===== src/rtl/burst_init_pkg.sv =====
package burst_init_pkg;

    typedef enum logic [1:0] {
        CMD_NONE  = 2'b00,
        CMD_READ  = 2'b10,
        CMD_WRITE = 2'b11
    } bus_cmd_e;

    typedef enum logic [1:0] {
        PH_IDLE = 2'b00,
        PH_ADDR = 2'b01,
        PH_DATA = 2'b10
    } phase_e;

endpackage


===== src/rtl/burst_seq.sv =====
module burst_seq
    import burst_init_pkg::*;
#(
    parameter int DW = 32,
    parameter int LW = 4
) (
    input  logic          clk,
    input  logic          rst_n,
    input  logic          req_valid,
    input  logic          req_write,
    input  logic [DW-1:0] req_addr,
    input  logic [LW-1:0] req_len,
    input  logic          word_ok,
    input  logic          srdy,
    output logic          req_ready,
    output logic          span,
    output logic          mrdy,
    output logic          xfer,
    output logic          in_addr,
    output logic          in_data,
    output logic          is_write,
    output logic [DW-1:0] start_addr
);
    localparam int CW = LW + 1;

    typedef struct packed {
        phase_e        ph;
        logic          wr;
        logic [DW-1:0] addr;
        logic [CW-1:0] left;
    } seq_t;

    seq_t st_d, st_q;

    always_comb begin
        in_addr    = (st_q.ph == PH_ADDR);
        in_data    = (st_q.ph == PH_DATA);
        is_write   = st_q.wr;
        start_addr = st_q.addr;
        req_ready  = (st_q.ph == PH_IDLE);
        mrdy       = in_data && word_ok;
        xfer       = mrdy && srdy;
        span       = in_addr || (in_data && (st_q.left > CW'(1)));

        st_d = st_q;
        unique case (st_q.ph)
            PH_IDLE: begin
                if (req_valid) begin
                    st_d.ph   = PH_ADDR;
                    st_d.wr   = req_write;
                    st_d.addr = req_addr;
                    st_d.left = CW'(req_len) + CW'(1);
                end
            end
            PH_ADDR: begin
                st_d.ph = PH_DATA;
            end
            PH_DATA: begin
                if (xfer) begin
                    st_d.left = st_q.left - CW'(1);
                    if (st_q.left == CW'(1)) begin
                        st_d.ph = PH_IDLE;
                    end
                end
            end
            default: st_d.ph = PH_IDLE;
        endcase
    end

    always_ff @(posedge clk) begin
        if (!rst_n) begin
            st_q <= '{ph: PH_IDLE, wr: 1'b0, addr: '0, left: '0};
        end else begin
            st_q <= st_d;
        end
    end

endmodule


===== src/rtl/burst_wpath.sv =====
module burst_wpath #(
    parameter int DW = 32,
    parameter int LW = 4
) (
    input  logic          clk,
    input  logic          rst_n,
    input  logic          start,
    input  logic [LW-1:0] len,
    input  logic          active,
    input  logic          xfer,
    input  logic          usr_wr_valid,
    input  logic [DW-1:0] usr_wr_data,
    output logic          usr_wr_ready,
    output logic          full,
    output logic [DW-1:0] word
);
    localparam int CW = LW + 1;

    typedef struct packed {
        logic          full;
        logic [DW-1:0] data;
        logic [CW-1:0] pend;
    } wbuf_t;

    wbuf_t wb_d, wb_q;
    logic  pull;

    always_comb begin
        full         = wb_q.full;
        word         = wb_q.data;
        usr_wr_ready = active && (wb_q.pend != '0) && (!wb_q.full || xfer);
        pull         = usr_wr_ready && usr_wr_valid;

        wb_d = wb_q;
        if (start) begin
            wb_d.pend = CW'(len) + CW'(1);
        end
        if (pull) begin
            wb_d.full = 1'b1;
            wb_d.data = usr_wr_data;
            wb_d.pend = wb_q.pend - CW'(1);
        end else if (xfer) begin
            wb_d.full = 1'b0;
        end
    end

    always_ff @(posedge clk) begin
        if (!rst_n) begin
            wb_q <= '{full: 1'b0, data: '0, pend: '0};
        end else begin
            wb_q <= wb_d;
        end
    end

endmodule


===== src/rtl/burst_rpath.sv =====
module burst_rpath #(
    parameter int DW = 32
) (
    input  logic          clk,
    input  logic          rst_n,
    input  logic          take,
    input  logic [DW-1:0] bus_word,
    input  logic          usr_rd_ready,
    output logic          usr_rd_valid,
    output logic [DW-1:0] usr_rd_data,
    output logic          room
);
    typedef struct packed {
        logic          full;
        logic [DW-1:0] data;
    } rbuf_t;

    rbuf_t rb_d, rb_q;

    always_comb begin
        usr_rd_valid = rb_q.full;
        usr_rd_data  = rb_q.data;
        room         = !rb_q.full || usr_rd_ready;

        rb_d = rb_q;
        if (take) begin
            rb_d.full = 1'b1;
            rb_d.data = bus_word;
        end else if (rb_q.full && usr_rd_ready) begin
            rb_d.full = 1'b0;
        end
    end

    always_ff @(posedge clk) begin
        if (!rst_n) begin
            rb_q <= '{full: 1'b0, data: '0};
        end else begin
            rb_q <= rb_d;
        end
    end

endmodule


===== src/rtl/burst_init.sv =====
module burst_init
    import burst_init_pkg::*;
#(
    parameter int DW = 32,
    parameter int LW = 4
) (
    input  logic          clk,
    input  logic          rst_n,
    input  logic          req_valid,
    output logic          req_ready,
    input  logic          req_write,
    input  logic [DW-1:0] req_addr,
    input  logic [LW-1:0] req_len,
    input  logic          usr_wr_valid,
    output logic          usr_wr_ready,
    input  logic [DW-1:0] usr_wr_data,
    output logic          usr_rd_valid,
    input  logic          usr_rd_ready,
    output logic [DW-1:0] usr_rd_data,
    output logic          bus_span,
    output logic [1:0]    bus_cmd,
    output logic [DW-1:0] bus_ad_out,
    output logic          bus_ad_oe,
    output logic          bus_mrdy,
    input  logic          bus_srdy,
    input  logic [DW-1:0] bus_ad_in
);
    logic          word_ok, xfer, in_addr, in_data, is_write;
    logic [DW-1:0] start_addr;
    logic          w_full, r_room;
    logic [DW-1:0] w_word;

    burst_seq #(.DW(DW), .LW(LW)) i_seq (
        .clk        (clk),
        .rst_n      (rst_n),
        .req_valid  (req_valid),
        .req_write  (req_write),
        .req_addr   (req_addr),
        .req_len    (req_len),
        .word_ok    (word_ok),
        .srdy       (bus_srdy),
        .req_ready  (req_ready),
        .span       (bus_span),
        .mrdy       (bus_mrdy),
        .xfer       (xfer),
        .in_addr    (in_addr),
        .in_data    (in_data),
        .is_write   (is_write),
        .start_addr (start_addr)
    );

    burst_wpath #(.DW(DW), .LW(LW)) i_wpath (
        .clk          (clk),
        .rst_n        (rst_n),
        .start        (req_valid && req_ready && req_write),
        .len          (req_len),
        .active       ((in_addr || in_data) && is_write),
        .xfer         (xfer && is_write),
        .usr_wr_valid (usr_wr_valid),
        .usr_wr_data  (usr_wr_data),
        .usr_wr_ready (usr_wr_ready),
        .full         (w_full),
        .word         (w_word)
    );

    burst_rpath #(.DW(DW)) i_rpath (
        .clk          (clk),
        .rst_n        (rst_n),
        .take         (xfer && !is_write),
        .bus_word     (bus_ad_in),
        .usr_rd_ready (usr_rd_ready),
        .usr_rd_valid (usr_rd_valid),
        .usr_rd_data  (usr_rd_data),
        .room         (r_room)
    );

    always_comb begin
        word_ok   = is_write ? w_full : r_room;
        bus_ad_oe = in_addr || (in_data && is_write);
        if (in_addr) begin
            bus_cmd    = is_write ? CMD_WRITE : CMD_READ;
            bus_ad_out = start_addr;
        end else begin
            bus_cmd    = CMD_NONE;
            bus_ad_out = (in_data && is_write) ? w_word : '0;
        end
    end

endmodule


===== config.mk =====
export PLATFORM = sky130hd
export DESIGN_NAME = burst_init
export DESIGN_NICKNAME = d
export VERILOG_FILES = /design/src/rtl/burst_init_pkg.sv /design/src/rtl/burst_seq.sv /design/src/rtl/burst_wpath.sv /design/src/rtl/burst_rpath.sv /design/src/rtl/burst_init.sv
export SDC_FILE = /design/constraint.sdc
export NUM_CORES = 1
export LEC_CHECK = 0
export BUFFER_PORTS_ARGS = -buffer_cell sky130_fd_sc_hd__buf_2
export CAP_MARGIN = 5
export CORE_ASPECT_RATIO = 0.9
export CORE_UTILIZATION = 40
export DETAILED_ROUTE_END_ITERATION = 8
export PLACE_DENSITY = 0.73
export RECOVER_POWER = 100
export SYNTH_ARGS = -nofsm -noshare
export SYNTH_HDL_FRONTEND = slang
export SYNTH_SLANG_ARGS = --single-unit

===== constraint.sdc =====
create_clock -name clk -period 2 [get_ports clk]
set_input_delay 0.1 -clock clk [delete_from_list [all_inputs] [get_ports clk]]
set_output_delay 0.1 -clock clk [all_outputs]
set_load 0.05 [all_outputs]

**Yosys cells after proc, flatten, opt, wreduce, memory -nomap -nowiden**

Index checks and enable logic that the tools add are counted.
W data, S select, Z words.

- Register bits after elaboration: 111
- Memories kept: 0
- Logic and storage cells: 66
- Latch bits: 0
- Memory bits (read-only): 0
- RAM bits: 0
- Bits of input ports: 107

- $add $sub $neg: 3
- Bitwise operators: 0
- Equality and inequality tests: 6
- Div/mod/pow operators: 0
- Magnitude comparators: 1
- Multipliers: 0
- Multiplexer cells: 17
- Shift-type cells: 0
- Reduce and logical (&&, ||, !) cells: 30

Operators by type and width:

| kind | number |
|---|---|
| $mux W32 | 2 |
| $mux W40 | 1 |
| $mux W5 | 3 |
| $logic_and A1 B1 Y1 | 13 |
| $pmux W5 S2 | 1 |
| $sub A5 B1 Y5 const B | 2 |
| $reduce_bool A2 Y1 | 4 |
| $mux W1 | 6 |
| $mux W2 | 3 |
| $pmux W2 S3 | 1 |
| $reduce_and A3 Y1 | 2 |
| $add A4 B1 Y5 const B | 1 |
| $eq A5 B1 Y1 const B | 1 |
| $gt A5 B1 Y1 const B | 1 |
| $logic_or A1 B1 Y1 | 5 |
| $reduce_bool A5 Y1 | 1 |
| $ne A2 B2 Y1 const B | 2 |
| $logic_not A1 Y1 | 3 |
| $eq A2 B1 Y1 const B | 1 |
| $eq A2 B2 Y1 const B | 1 |
| $logic_not A2 Y1 | 1 |
| $ne A2 B1 Y1 const B | 1 |
| $reduce_and A2 Y1 | 1 |

**Logic depth before layout (Yosys ltp)**

Gate-level depths: netlist of the first run.

- Word-level depth: 10
- Depth in mapped cells: 8
- Depth with buffers taken out: 6

**Modules after synthesis**

From an unflattened synthesis of the first run, not the netlist that was laid out.

- Cell total of the unflattened synthesis: 683
- Area, all modules: 5904.4 um^2

By module, submodules not included:

| module | instances | cells an instance | area each (um^2) | seq. area each (um^2) |
|---|---|---|---|---|
| burst_wpath | 1 | 218 | 1924.3 | 760.7 |
| burst_seq | 1 | 239 | 1856.8 | 800.8 |
| burst_rpath | 1 | 107 | 1281.2 | 660.6 |
| burst_init | 1 | 119 | 842.1 | 0.0 |

**Least setup slack after synthesis of the first run**

Ideal clock, no wire load.

- Path kind: reg-to-output
- Start point: reg i_seq.st_q[38] (netlist name)
- End point: out bus_mrdy
- Slack: -0.104 ns
- Cell stages (with the launch flop): 6
- Data required time: 1.900 ns
- Path buffers: 1
- Arrival: 2.004 ns
- Cells stage by stage: dfxtp_1 inv_1 ha_1 buf_2 inv_1 nor3_1

- Longest elaborated chain between the ends: 2

RTL lines:

| what | RTL line | source |
|---|---|---|
| start, declared | burst_seq.sv:33 | `seq_t st_d, st_q;` |
| start signal, assigned | burst_seq.sv:72 | `st_q <= '{ph: PH_IDLE, wr: 1'b0, addr: '0, left: '0};` |
| start signal, assigned | burst_seq.sv:74 | `st_q <= st_d;` |
| $eq A2 B2 Y1 | burst_seq.sv:37 | `in_data = (st_q.ph == PH_DATA);` |
| $logic_and A1 B1 Y1 | burst_seq.sv:41 | `mrdy = in_data && word_ok;` |
| end, declared | burst_init.sv:24 | `output logic bus_mrdy,` |

No other way between the ends.

**Worst setup path in the final report of the first run**

- Start point: reg i_seq.st_q[38] (netlist name)
- End point: out bus_ad_out[21]

- Longest elaborated chain between the ends: 4
- Elaborated cells between the ends (all ways): 5
- Those cells by class: 2 x eq/ne; 2 x mux; 1 x reduce/logical

RTL lines:

| what | RTL line | source |
|---|---|---|
| $eq A2 B2 Y1 | burst_seq.sv:37 |  |
| $logic_and A1 B1 Y1 | burst_init.sv:85 | `bus_ad_out = (in_data && is_write) ? w_word : '0;` |
| $mux W32 | burst_init.sv:85 |  |
| $mux W32 * | burst_init.sv:80 | `if (in_addr) begin` |
| end, declared | burst_init.sv:22 | `output logic [DW-1:0] bus_ad_out,` |

Every way passes the cells marked *; elsewhere a longest branch is shown, timed or not.

==> results.json, run 1 <==
{
  "status": "completed",
  "final.fill_count": 1035,
  "ys_seq_elements": 111,
  "io_pins": 179,
  "route.vias.total": 5095,
  "num_rows": 38,
  "cts_tree": "yes",
  "grt_pass1_wl_mm": 24.4,
  "synth.distinct_cells": 56,
  "hold_ws_ps": 17.1,
  "start_util": 0.411,
  "clk_pin_slew_ps": 80,
  "combPwrFrac": 0.225,
  "routedWlPerCell_um": 14.9,
  "grt_pass1_vias": 4995,
  "grt_max_degree": 61,
  "cts_buffer_depth": 2,
  "hpwlAfterDp_mm": 8.96,
  "clock_power_share": 0.342,
  "place_congestion": 0.882,
  "rsz0062_at_grt": "no",
  "hp-start": "bus_ad_in[26]",
  "core_area_um2": 12000,
  "final_cell_mix": "181 x nand2_1, 116 x buf_2, 109 x dfxtp_1, 93 x dlygate4sd3_1, 80 x a21oi_1",
  "p_sw_frac": 0.308,
  "cp.required_ps": 1900,
  "fin_tns_setup_ps": 0,
  "ant_nets": 0,
  "finalNetCount": 960,
  "ir_worst_vdd_v": 0.000691,
  "slew_violations": 0,
  "tightest_slew_ps": 638,
  "powerDensity_nw_per_um2": 762,
  "remaining_drc_errors": 0,
  "hold_viol": 0,
  "seq_power_share": 0.433,
  "overflow": 0,
  "crit_path_max_fanout": 16,
  "critPathKind": "flop to primary output",
  "syn_avg_cell_area_um2": 8.41,
  "netSwitchingPower_mw": 1.71,
  "grt_usage": 0.242,
  "crit_path_start": "i_seq.st_q[38]",
  "seq_area_frac_synth": 0.449,
  "startpoint_type": "flop",
  "cts_sinks": 111,
  "yosys_warnings": 0,
  "fin_crit_sh": 0.954,
  "antenna_cells": 0,
  "endpoint_kind": "primary output",
  "synth_edf_count": 0,
  "root_buffer": "clkbuf_16",
  "setup_viol_count_final": 0,
  "dieArea_um2": 12800,
  "insertion_delay_ps": 350,
  "max_freq_mhz": 524,
  "drt-total-wl_mm": 15.1,
  "final_common_cell": "nand2_1",
  "netlist_instances": 588,
  "p_int_mw": 3.84,
  "r2r-start": "i_seq.st_q[39]",
  "ctsHtreeMaxLevel": 3,
  "ys_async_sr_fraction": 0,
  "drv_cap": 0,
  "dr.pass1.iters": 5,
  "dr.first_iter.drc_count": 396,
  "fp.dieW_um": 119,
  "p_leak_nw": 2.89,
  "cp.arrival_ps": 1810,
  "hp-class": "input pin to flop",
  "cts_buffers": 9,
  "die_height_um": 107,
  "portBuffers": 178,
  "avgViaCountPerCell": 5.04,
  "syn_area_um2": 4950,
  "ys.flop_type": "dfxtp_1",
  "drive_gt1_frac": 0.291,
  "fin_skew_ps": 6.70,
  "fin_crit_ps": 1910,
  "syn_to_final_growth_pct": 47.1,
  "grt_antenna_before_repair": 0,
  "synth_fp_nets": 702,
  "slew_headroom": 0.577
}
power by group through the flow:
stage               clock network (mW)  registers, mW  logic [mW]
floorplan                            0           2.50       0.695
global placement                     0           2.44        1.09
detailed placement                   0           2.45        1.09
CTS                               1.95           2.40        1.25
global route                      2.05           2.42        1.34
finish                            1.90           2.40        1.25
routing by layer:
layer | vias to the layer above | global-route usage | wire length [um]
met1 | 2339 | 0.291 | 6360
met4 | 0 | 0.0841 | 223
met5 | - | 0 | 0
met2 | 225 | 0.417 | 7390
met3 | 20 | 0.0641 | 1120
li1 | 2511 | - | -
layout make-up:
class | instances | area (um2) | share of cell area
Tap cell | 160 | 200 | 0.0275
Inverter | 11 | 42.5 | 0.00585
Clock buffer | 10 | 239 | 0.0328
Sequential cell | 111 | 2220 | 0.306
Timing Repair Buffer | 290 | 2050 | 0.282
Clock inverter | 6 | 76.3 | 0.0105
Multi-Input combinational cell | 423 | 2440 | 0.336
worst max-delay path, stage by stage (launching register included):
cell and delay, ps:
dfxtp_1 330, inv_2 90, ha_4 160, nand2_2 90
nor2_4 200, buf_12 190, a22o_1 130, buf_2 260
synth_stat cells, types with 4 or more instances:
cell,n,area [um2]
inv_1,10,37.5
nand2_1,175,657
clkbuf_1,28,105
nand2_2,29,181
a21oi_1,74,370
ha_1,7,87.6
buf_2,9,45.0
buf_12,4,80.1
a22o_1,32,280
nand3_1,7,35.0
dfxtp_1,111,2220
nor3_1,6,30.0
o21ai_0,5,25.0
a21oi_2,29,254
nor2_1,7,26.3
registers in the layout (all words and copies together), names as in the netlist:
signal,cells
i_rpath.usr_rd_data,32
i_rpath.usr_rd_valid,1
i_seq.is_write,1
i_seq.st_q,7
i_seq.start_addr,32
i_wpath.full,1
i_wpath.wb_q,5
i_wpath.word,32
repair_timing:
action                                  4_1_cts  5_1_grt
hold endpoints to repair                     93        0
pin swaps                                     1        2
resized for setup                            25       13
buffers inserted                              0        2
hold buffers                                 93        0
endpoints found under the setup margin       32       28
cloned                                        1        0
worst paths after layout:
kind              cells past startpoint                 endpoint  slack, ps
setup reg to reg                      7          i_wpath.wb_q[2]        170
hold reg to reg                       2         i_wpath.word[31]        460
setup / recovery                      7           bus_ad_out[21]         90
hold / removal                        3  i_rpath.usr_rd_data[26]         20
stage by stage:
| step | area, um2 | worst slack [ps] | instances | utilization | total power, mW |
|---|---|---|---|---|---|
| finish | 7280 | 92.5 | 1011 | 0.605 | 5.55 |
| CTS | 7330 | 2.77 | 1009 | 0.610 | 5.60 |
| global route | 7280 | 0.873 | 1011 | 0.605 | 5.81 |
| floorplan | 4950 | 134 | 588 | - | 3.19 |
| detailed placement | 5990 | 156 | 899 | 0.498 | 3.54 |
| global placement | 5990 | 184 | 899 | 0.498 | 3.53 |
cells by family after synthesis:
family                     share of synthesized area
DFF                                            0.449
and+or+nand+nor                                0.223
buffers and inverters                         0.0587
xor gates and xnor gates                     0.00531
adders and majority gates                     0.0177
AOI/OAI and AO/OA                              0.233
muxes                                         0.0137
(Power assumes the default switching activity.)
==> run 2: changes to the inputs <==
CORE_UTILIZATION = 49   (was 40)
PLACE_DENSITY = 0.83   (was 0.73)
SYNTH_HIERARCHICAL = 1   (was unset)
==> run 2 against run 1 <==
- clock-buffer cell count is 1 lower
- critical path depth is 3 higher
- final area is 1.0% lower
- global-route usage is 0.38 points lower
==> results.json, run 2 <==
{
  "status": "completed",
  "cts_buffers": 9,
  "slew_violations": 0,
  "fin_crit_ps": 1970,
  "grt_antenna_before_repair": 1,
  "ant_nets": 0,
  "grt_pass1_wl_mm": 23.7,
  "setup_ws_ps": 32.2,
  "p_leak_nw": 2.77,
  "dieArea_um2": 12500,
  "critPathKind": "flop to flop",
  "path_cells": "nand2b_4 -> mux2_4 -> and3_4 -> and2_4 -> nand2b_4 -> nand4b_1 -> buf_4 -> clkbuf_4 -> nand2_1 -> a21oi_1",
  "start_util": 0.510,
  "syn_area_um2": 5900,
  "ys_async_sr_fraction": 0,
  "yosys-top-cells-count": "142 x nand2_1, 111 x dfxtp_1, 69 x buf_4",
  "r2r-start": "i_rpath/usr_rd_valid",
  "insertion_delay_ps": 350,
  "die_height_um": 106,
  "syn_to_final_growth_pct": 22.0,
  "slew_headroom": 0.545,
  "worst_path_most_repeated_cell": "nand2b_4",
  "crit_path_start": "i_rpath/usr_rd_valid",
  "endpoint_kind": "flop",
  "core_area_um2": 11600,
  "routedWlPerCell_um": 16.0,
  "synth_top_area_frac": 0.376,
  "dr.pass1.iters": 5,
  "grt_max_degree": 70,
  "netlist_instances": 683,
  "fp.dieW_um": 118,
  "crit_path_max_fanout": 12,
  "root_buffer": "clkbuf_16",
  "cp.required_ps": 2270,
  "antenna_cells": 0,
  "final_cell_mix": "141 x nand2_1, 113 x buf_2, 109 x dfxtp_1, 56 x a21oi_1, 44 x dlygate4sd3_1",
  "dr.first_iter.drc_count": 406,
  "seq_area_frac_synth": 0.376,
  "num_rows": 37,
  "hp-start": "req_addr[30]",
  "overflow": 0,
  "hp-class": "input pin to flop",
  "fin_crit_sh": 0.984,
  "cts_sinks": 111,
  "drv_cap": 0,
  "max_freq_mhz": 508,
  "route.vias.total": 5088,
  "hpwlAfterDp_mm": 9.84,
  "cts_buffer_depth": 2,
  "hold_viol": 0,
  "ir_worst_vdd_v": 0.000448,
  "startpoint_type": "flop",
  "cts_tree": "yes",
  "ys_seq_elements": 111,
  "dp_slack_ps": -171,
  "cp.arrival_ps": 2240,
  "max_stage_delay_ps": 360,
  "synthTopCellsByArea": "dfxtp_1 38%, nand2_1 9.0%, buf_4 8.8%",
  "r2r_slack_ps": 30,
  "p_total_mw": 4.97,
  "finalNetCount": 948,
  "critPathSlowestCell": "dfxtp_4",
  "synth_largest_area_cell": "dfxtp_1",
  "synth.distinct_cells": 51,
  "final_common_cell": "nand2_1",
  "avgViaCountPerCell": 5.10,
  "final.fill_count": 992,
  "synth_fp_nets": 795,
  "setup_viol_count_final": 0,
  "synth_most_common_cell": "nand2_1",
  "drive_gt1_frac": 0.351,
  "fin_skew_ps": 11.2,
  "multiInputGateArea_um2": 2810,
  "tightest_slew_ps": 682,
  "yosys_warnings": 6,
  "io_pins": 179,
  "grt_pass1_vias": 4827,
  "synth_edf_count": 0,
  "portBuffers": 178,
  "ctsHtreeMaxLevel": 3,
  "grt_usage": 0.238,
  "syn_avg_cell_area_um2": 8.64,
  "ys.flop_type": "dfxtp_1",
  "place_congestion": 0.843,
  "clk_pin_slew_ps": 80,
  "powerDensity_nw_per_um2": 690,
  "drt-total-wl_mm": 16.0,
  "remaining_drc_errors": 0,
  "seq_area_um2": 2230
}
run 2: changes by cell type in the layout (fill, tap and decap cells not counted), sizes merged, moves of 7 or more:
| cell | delta |
|---|---|
| a22o | -32 |
| nand2 | -32 |
| a21oi | -31 |
| mux2i | +30 |
| dlygate4sd3 | -49 |
| o21ai | +33 |
| nand3 | +29 |
| nor2b | +33 |
| clkbuf | +7 |
run 2: logic make-up after synthesis:
| logic type | share of synthesized area |
|---|---|
| adder cells (fa/ha/maj) | 0.0106 |
| flip-flops | 0.376 |
| AO/OA/AOI/OAI | 0.150 |
| XOR/XNOR | 0.00890 |
| AND/OR/NAND/NOR | 0.241 |
| multiplexers | 0.0598 |
| buffers and inverters | 0.154 |
run 2: routing by layer:
layer  vias up  share of wire  track usage
met4         0          0.030        0.110
met2       196           0.47        0.384
met1      2348           0.45        0.308
met5         -              0            0
li1       2505              -            -
met3        39          0.053       0.0461
run 2: per-stage QoR:
step / setup TNS, ps / utilization / hold slack (ps) / instance area [um2] / instances
after global routing: -83.6 / 0.622 / 2.48 / 7200 / 997
final: 0 / 0.622 / 2.63 / 7200 / 997
after floorplan: -10.3 / - / 228 / 5920 / 683
after detailed placement: -6270 / 0.547 / 347 / 6330 / 925
after CTS: 0 / 0.616 / 0.260 / 7130 / 989
after global placement: -2940 / 0.547 / 341 / 6330 / 925
run 2: area by class of cell:
class / count / area share
sequential: 111 / 0.309
clock inverter: 7 / 0.00886
inverter: 8 / 0.00417
clock buffer: 9 / 0.0313
tap: 156 / 0.0271
multi-input combinational: 455 / 0.391
timing repair buffer: 251 / 0.229
run 2: critical path: cells and delay by family, from the launching register on:
family | cells | cell delay, ps
buffers and inverters | 2 | 410
and+or+nand+nor | 6 | 690
muxes | 1 | 270
AOI/OAI and AO/OA | 1 | 140
DFF | 1 | 360
run 2: where the power goes:
part	internal, mW	switching [mW]	total, mW
combinational	0.358	0.535	0.893
clock	0.873	0.866	1.74
sequential	2.29	0.0514	2.34
total	3.52	1.45	4.97
run 2: what timing repair did:
action                                 in CTS  in global routing
setup endpoints to repair                  93                 59
endpoints found under the hold margin      44                  0
cloned                                      2                  4
pin swaps                                   0                  6
setup buffers                               2                  4
resized for setup                          12                 10
hold buffers                               44                  0
run 2: worst paths after layout:
| path | end | cells past startpoint |
|---|---|---|
| max reg2reg | i_wpath/word[8] | 10 |
| max | i_wpath/word[8] | 10 |
| min reg2reg | i_wpath/word[0] | 2 |
| min | i_seq/start_addr[30] | 3 |
